$ cat config.mk
export PLATFORM = sky130hd
export DESIGN_NAME = wdt_periph
export DESIGN_NICKNAME = d
export VERILOG_FILES = /design/src/rtl/wdt_pkg.sv /design/src/rtl/wdt_regs.sv /design/src/rtl/wdt_counter.sv /design/src/rtl/wdt_status.sv /design/src/rtl/wdt_periph.sv
export SDC_FILE = /design/constraint.sdc
export NUM_CORES = 1
export LEC_CHECK = 0
export BUFFER_PORTS_ARGS = -buffer_cell sky130_fd_sc_hd__buf_4
export CAP_MARGIN = 20
export CELL_PAD_IN_SITES_DETAIL_PLACEMENT = 0
export CELL_PAD_IN_SITES_GLOBAL_PLACEMENT = 1
export CORE_ASPECT_RATIO = 1.4
export CORE_MARGIN = 2
export CORE_UTILIZATION = 37
export DETAILED_ROUTE_END_ITERATION = 10
export PLACE_DENSITY = 0.83
export SYNTH_ARGS = -nofsm -noshare
export SYNTH_HDL_FRONTEND = slang
export SYNTH_SLANG_ARGS = --single-unit
$ cat constraint.sdc
create_clock -name clk -period 2.3 [get_ports clk]
set_input_delay 0.23 -clock clk [delete_from_list [all_inputs] [get_ports clk]]
set_output_delay 0.23 -clock clk [all_outputs]
set_load 0.02 [all_outputs]
$ cat src/rtl/wdt_pkg.sv
// Package: shared constants for the watchdog.
// Holds the word offsets of the register map and the unlock key.
// Assumes a 32-bit data bus and a 3-bit word index.
package wdt_pkg;
    localparam int unsigned BUS_W  = 32;
    localparam int unsigned ADDR_W = 3;

    localparam logic [ADDR_W-1:0] OFS_RELOAD = 3'd0;
    localparam logic [ADDR_W-1:0] OFS_COUNT  = 3'd1;
    localparam logic [ADDR_W-1:0] OFS_CTRL   = 3'd2;
    localparam logic [ADDR_W-1:0] OFS_CLEAR  = 3'd3;
    localparam logic [ADDR_W-1:0] OFS_RAW    = 3'd4;
    localparam logic [ADDR_W-1:0] OFS_MASKED = 3'd5;
    localparam logic [ADDR_W-1:0] OFS_LOCK   = 3'd6;
    localparam logic [ADDR_W-1:0] OFS_TEST   = 3'd7;

    localparam logic [BUS_W-1:0] UNLOCK_KEY = 32'h1ACC_E551;
endpackage

$ cat src/rtl/wdt_regs.sv
// Module: wdt_regs
// Decodes bus writes into the reload, control, lock and test registers.
// It also produces one-cycle strobes for reload and flag clear.
// Assumes CNT_W <= 32. Control writes are ignored while locked.
// The enable bit is sticky until reset.
module wdt_regs
    import wdt_pkg::*;
#(
    parameter int unsigned CNT_W = 32,
    parameter logic [CNT_W-1:0] RESET_LOAD = '1
) (
    input  logic              clk,
    input  logic              rst_n,
    input  logic              bus_sel,
    input  logic              bus_wr,
    input  logic [ADDR_W-1:0] bus_addr,
    input  logic [BUS_W-1:0]  bus_wdata,
    output logic [CNT_W-1:0]  load_val,
    output logic              load_wr,
    output logic              clr_stb,
    output logic              irq_en,
    output logic              rst_en,
    output logic              locked,
    output logic              stall_en
);
    logic wr_any;
    logic ctrl_wr;

    // Qualified write strobes per register.
    always_comb begin
        wr_any  = bus_sel && bus_wr;
        load_wr = wr_any && (bus_addr == OFS_RELOAD);
        ctrl_wr = wr_any && (bus_addr == OFS_CTRL);
        clr_stb = wr_any && (bus_addr == OFS_CLEAR) && bus_wdata[0];
    end

    // Reload register storage.
    always_ff @(posedge clk) begin
        if (!rst_n)       load_val <= RESET_LOAD;
        else if (load_wr) load_val <= bus_wdata[CNT_W-1:0];
    end

    // Control bits, gated by the lock, with a sticky enable.
    always_ff @(posedge clk) begin
        if (!rst_n) begin
            irq_en <= 1'b0;
            rst_en <= 1'b0;
        end else if (ctrl_wr && !locked) begin
            irq_en <= irq_en | bus_wdata[0];
            rst_en <= bus_wdata[1];
        end
    end

    // Lock state: the key unlocks, any other value locks.
    always_ff @(posedge clk) begin
        if (!rst_n)
            locked <= 1'b0;
        else if (wr_any && (bus_addr == OFS_LOCK))
            locked <= (bus_wdata != UNLOCK_KEY);
    end

    // Debug-stall enable in the test register.
    always_ff @(posedge clk) begin
        if (!rst_n)
            stall_en <= 1'b0;
        else if (wr_any && (bus_addr == OFS_TEST))
            stall_en <= bus_wdata[0];
    end

    assert_lock_ctrl_R10: assert property (@(posedge clk) disable iff (!rst_n)
        (locked && ctrl_wr) |=> ($stable(irq_en) && $stable(rst_en)));

    assert_sticky_en_R11: assert property (@(posedge clk) disable iff (!rst_n)
        irq_en |=> irq_en);
endmodule

$ cat src/rtl/wdt_counter.sv
// Module: wdt_counter
// Down-counter that runs while enabled.
// It freezes during a debug halt when stall is enabled and reloads at zero.
// A reload write takes priority and suppresses the zero event in that cycle.
module wdt_counter #(
    parameter int unsigned CNT_W = 32,
    parameter logic [CNT_W-1:0] RESET_LOAD = '1
) (
    input  logic             clk,
    input  logic             rst_n,
    input  logic             run,
    input  logic             stall_en,
    input  logic             dbg_halt,
    input  logic             load_wr,
    input  logic [CNT_W-1:0] load_wdata,
    input  logic [CNT_W-1:0] load_val,
    output logic [CNT_W-1:0] count,
    output logic             zero_evt
);
    logic tick;

    // Decide whether this cycle advances the count, and detect expiry.
    always_comb begin
        tick     = run && !(stall_en && dbg_halt) && !load_wr;
        zero_evt = tick && (count == '0);
    end

    // Count register: reload write, expiry reload, or decrement.
    always_ff @(posedge clk) begin
        if (!rst_n)        count <= RESET_LOAD;
        else if (load_wr)  count <= load_wdata;
        else if (zero_evt) count <= load_val;
        else if (tick)     count <= count - 1'b1;
    end

    assert_hold_off_R3: assert property (@(posedge clk) disable iff (!rst_n)
        (!run && !load_wr) |=> $stable(count));

    assert_stall_hold_R7: assert property (@(posedge clk) disable iff (!rst_n)
        (stall_en && dbg_halt && !load_wr) |=> $stable(count));

    assert_reload_R4: assert property (@(posedge clk) disable iff (!rst_n)
        zero_evt |=> (count == $past(load_val)));
endmodule

$ cat src/rtl/wdt_status.sv
// Module: wdt_status
// Keeps the raw timeout flag and generates the one-cycle reset request.
// The request fires when a zero event finds the flag still set with reset enabled.
// A set by a zero event wins over a clear in the same cycle.
module wdt_status (
    input  logic clk,
    input  logic rst_n,
    input  logic zero_evt,
    input  logic clr_stb,
    input  logic rst_en,
    output logic raw_flag,
    output logic rst_req
);
    // Raw flag: set on expiry, cleared by the clear strobe.
    always_ff @(posedge clk) begin
        if (!rst_n)        raw_flag <= 1'b0;
        else if (zero_evt) raw_flag <= 1'b1;
        else if (clr_stb)  raw_flag <= 1'b0;
    end

    // Reset request pulse on a second unserviced expiry.
    always_ff @(posedge clk) begin
        if (!rst_n) rst_req <= 1'b0;
        else        rst_req <= zero_evt && raw_flag && rst_en;
    end

    assert_clear_R6: assert property (@(posedge clk) disable iff (!rst_n)
        (clr_stb && !zero_evt) |=> !raw_flag);

    assert_pulse_R9: assert property (@(posedge clk) disable iff (!rst_n)
        rst_req |=> !rst_req);

    assert_set_R4: assert property (@(posedge clk) disable iff (!rst_n)
        zero_evt |=> raw_flag);
endmodule

$ cat src/rtl/wdt_periph.sv
// Module: wdt_periph
// Top level of the lockable watchdog.
// Joins the register decode, the counter and the status logic, and drives
// the combinational read mux. Assumes single-cycle bus accesses.
module wdt_periph
    import wdt_pkg::*;
#(
    parameter int unsigned CNT_W = 32,
    parameter logic [CNT_W-1:0] RESET_LOAD = '1
) (
    input  logic              clk,
    input  logic              rst_n,
    input  logic              bus_sel,
    input  logic              bus_wr,
    input  logic [ADDR_W-1:0] bus_addr,
    input  logic [BUS_W-1:0]  bus_wdata,
    output logic [BUS_W-1:0]  bus_rdata,
    input  logic              dbg_halt,
    output logic              irq,
    output logic              rst_req
);
    logic [CNT_W-1:0] load_val;
    logic [CNT_W-1:0] count;
    logic             load_wr, clr_stb, irq_en, rst_en, locked, stall_en;
    logic             zero_evt, raw_flag, masked_flag;

    wdt_regs #(.CNT_W(CNT_W), .RESET_LOAD(RESET_LOAD)) u_regs (
        .clk(clk), .rst_n(rst_n), .bus_sel(bus_sel), .bus_wr(bus_wr),
        .bus_addr(bus_addr), .bus_wdata(bus_wdata), .load_val(load_val),
        .load_wr(load_wr), .clr_stb(clr_stb), .irq_en(irq_en), .rst_en(rst_en),
        .locked(locked), .stall_en(stall_en)
    );

    wdt_counter #(.CNT_W(CNT_W), .RESET_LOAD(RESET_LOAD)) u_counter (
        .clk(clk), .rst_n(rst_n), .run(irq_en), .stall_en(stall_en),
        .dbg_halt(dbg_halt), .load_wr(load_wr),
        .load_wdata(bus_wdata[CNT_W-1:0]), .load_val(load_val),
        .count(count), .zero_evt(zero_evt)
    );

    wdt_status u_status (
        .clk(clk), .rst_n(rst_n), .zero_evt(zero_evt), .clr_stb(clr_stb),
        .rst_en(rst_en), .raw_flag(raw_flag), .rst_req(rst_req)
    );

    // Masked flag drives the interrupt line.
    always_comb begin
        masked_flag = raw_flag && irq_en;
        irq         = masked_flag;
    end

    // Combinational read mux over the register map.
    always_comb begin
        unique case (bus_addr)
            OFS_RELOAD: bus_rdata = BUS_W'(load_val);
            OFS_COUNT:  bus_rdata = BUS_W'(count);
            OFS_CTRL:   bus_rdata = BUS_W'({rst_en, irq_en});
            OFS_RAW:    bus_rdata = BUS_W'(raw_flag);
            OFS_MASKED: bus_rdata = BUS_W'(masked_flag);
            OFS_LOCK:   bus_rdata = BUS_W'(locked);
            OFS_TEST:   bus_rdata = BUS_W'(stall_en);
            default:    bus_rdata = '0;
        endcase
    end

    assert_irq_masked_R5: assert property (@(posedge clk) disable iff (!rst_n)
        irq |-> (raw_flag && irq_en));
endmodule

==> impl_results.md <==
- Antenna violations before repair: 0
- Syn_nets: ~600
- Final #Nets: about 710
- Worst Setup Start Kind: flip-flop
- Port Buffer Count: between 70 and 80
- Synth Register Bits: 70
- Pin count of the biggest net entering global routing: 52
- LEAKAGE: 0.00250 uW
- Final Setup Violations: 3
- Max Cap Viol: 0
- Register Area: around 0.0014 mm^2
- # rows: 46
- Clk root buf: clkbuf_16
- Syn_area_per_cell: 7.73 um^2
- Max VDD drop: between 0.4 and 0.5 mV
- Initial Utilization: 0.377
- CORE AREA: between 0.01 and 0.015 mm^2
- Sw frac: 0.251
- Required time worst endpoint: around 2.5 ns
- Hold-fix buffer count after cts: 0
- Vias in the first global route: ~4,600
- Failing checks: setup timing
- RSZ-0062 raised after global routing: true
- Tmin final: 2.35 ns
- CP Capture Type: flip-flop
- Top Ports: 74
- Clock tree buffer depth: 2
- Footprint of the multi-input gates: 0.00270 mm^2
- Asr flop ratio synth: 0
- Final wirelength: between 10,000 and 15,000 um
- Final antenna-violating net count: 0
- Die width: 94.7 um
- GR Util All Layers: 0.244
- Sequential share of the synthesized area: 0.329
- Vias: around 4,600
- Tcrit/Tclk final: 1.02
- Post-route DRC: 0
- FMAX: ~430 MHz
- HP Class: input pin to flip-flop
- Drt first pass iters: 5
- Wire length per cell: 18.0 um
- Max-slew headroom at the worst pin: 0.552
- Cells after synthesis: ~550
- Average vias per placed instance: around 5.7
- Post-synth EDFFs: 0
- Top_reg_cell synth: dfxtp_1
- Yosys cell types: between 60 and 70
- Final GP Congestion: 0.885
- Worst Tran Pin Value: 0.672 ns
- Worst-path clk slew: 0.06 ns
- Clk network pwr share: 0.461
- Worst Skew: ~0.0070 ns
- Seq pwr share: 0.409
- Clock Latency Late Sink: 0.34 ns
- Area grow syn2layout: 34.7%
- Comb pwr share: 0.129
- Largest fanout on the critical path: 4
- Global-route wire length before repair: 23,300 um
- Status: complete, but fails checks
- ANT cells: 0
- Critical path class: flip-flop to flip-flop
- Switching Power: 774 uW
- Max-slew violation count: 0
- Share of cells above drive strength 1: 0.274
- PwrDens: around 540 mW/mm^2
- Final core occ: 0.508
- Fillers: roughly 1,100
- H-tree Lvls: 3
- Die area: 0.0124 mm^2
- Hold_ws: between 0.1 and 0.15 ns
- Setup ws final: -0.0479 ns
- Synth warn: 0
- Clock Sinks: 70
- Dpl ws: -0.0489 ns
- Cell Area, Synth: roughly 0.0043 mm^2
- Final HPWL DP: between 10,000 and 15,000 um
- Arr. time, crit path: about 2.6 ns
- Die Ht: approximately 130 um
- CTS buffer count: 9
- Final Hold Fails: 0
- CTS tree: done
- Grt ovf: 0
- Post-Place Cells: around 800
- Cell Count, Final, Fillers Out: roughly 800
- Int Pwr: roughly 2300 uW
- Detailed router's first-iteration violation count: 344
- Reg-to-reg slack, setup: -0.05 ns
==> area by class of cell <==
class,count,area share
tap,144,0.0314
clock inverter,4,0.00786
sequential,70,0.246
timing repair buffer,143,0.192
multi-input combinational,431,0.471
clock buffer,12,0.0448
inverter,11,0.00720
==> per-stage QoR <==
stage          TNS (ns)  power [uW]  cell area (um^2)
2_1_floorplan   -0.0754        1490              4280
3_3_place_gp    -0.0748        1670              5310
3_5_place_dp     -0.160        1670              5310
4_1_cts         -0.0528        3100              5710
5_1_grt          -0.377        3190              5730
6_report         -0.107        3080              5730
==> power by group through the flow <==
stage / registers, uW / logic [uW] / clock network [uW]
6_report: 1260 / 398 / 1420
5_1_grt: 1270 / 428 / 1500
4_1_cts: 1260 / 396 / 1440
3_5_place_dp: 1290 / 384 / 0
3_3_place_gp: 1290 / 381 / 0
2_1_floorplan: 1280 / 200 / 0
==> registers in the layout, indices dropped and copies added (netlist names) <==
| register | flops |
|---|---|
| u_regs.locked | 1 |
| u_regs.stall_en | 1 |
| u_regs.load_val | 32 |
| u_regs.irq_en | 1 |
| u_status.rst_req | 1 |
| u_counter.count | 32 |
| u_status.raw_flag | 1 |
| u_regs.rst_en | 1 |
==> Yosys cell counts (all sizes together) (3+ instances only) <==
library cell	number	share of area
a21o	8	0.014
buf	11	0.014
nand2	85	0.075
or3	3	0.0044
inv	10	0.0088
clkbuf	28	0.025
nor3	23	0.028
and4	3	0.0062
o211a	4	0.0094
o32a	5	0.012
nand4	11	0.018
nand3	23	0.027
o211ai	12	0.021
a31oi	5	0.0073
xor2	5	0.010
xnor2	9	0.019
or2	3	0.0044
o31ai	4	0.0071
nor4	12	0.026
a221o	6	0.014
mux2i	38	0.089
nor4bb	4	0.0094
and2	3	0.0044
nor2	66	0.058
a221oi	8	0.016
dfxtp	70	0.33
mux2	3	0.0079
a21oi	25	0.029
o21ai	26	0.031
nand4b	4	0.0082
or4	5	0.0097
==> what timing repair did <==
| action | in CTS | in global routing |
|---|---|---|
| resized for setup | 4 | 5 |
| pin swaps | 0 | 1 |
| endpoints found under the setup margin | 7 | 12 |
| buffers inserted | 12 | 0 |
==> layout by cell type, fill, tap and decap left out, types with 9 or more instances in the layout <==
| cell | Yosys | routed |
|---|---|---|
| a21oi_1 | 25 | 24 |
| buf_4 | 0 | 140 |
| clkbuf_16 | 0 | 9 |
| dfxtp_1 | 70 | 65 |
| inv_1 | 10 | 9 |
| mux2i_1 | 38 | 38 |
| nand2_1 | 85 | 85 |
| nand3_1 | 23 | 23 |
| nand4_1 | 10 | 10 |
| nor2_1 | 66 | 66 |
| nor3_1 | 22 | 22 |
| nor4_1 | 9 | 9 |
| o211ai_1 | 12 | 12 |
| o21ai_0 | 13 | 12 |
| o21ai_1 | 13 | 14 |
| xnor2_1 | 9 | 9 |
==> worst paths after layout <==
check | start | to | cells after the start
worst max-delay path | u_counter.count[31] | u_counter.count[11] | 5
worst min-delay path | bus_wdata[25] | u_regs.load_val[25] | 3
worst max register to register | u_counter.count[31] | u_counter.count[11] | 5
worst min register to register | u_regs.load_val[22] | u_regs.load_val[22] | 2
==> cell families after synthesis <==
logic type / after synthesis / share of synthesized area
xor+xnor: 14 / 0.0288
buf+inv: 50 / 0.0479
flops: 70 / 0.329
fa+ha+maj: 1 / 0.00294
compound gates: 119 / 0.194
simple gates: 256 / 0.300
mux: 41 / 0.0973
==> routing by layer <==
metal | up-vias | GRT usage | part of all wire
li1 | 2231 | - | -
met3 | 35 | 0.0378 | 0.044
met5 | - | 0 | 0
met4 | 0 | 0.118 | 0.032
met1 | 2226 | 0.289 | 0.41
met2 | 140 | 0.428 | 0.51
==> critical path: stages (launching register included) <==
cell and delay, ns:
dfxtp_2 0.32, or4_4 0.52, a211o_1 0.30, or4_4 0.47, mux2_4 0.32, a221o_1 0.31
Note: power is estimated with default switching activity, not from simulation.
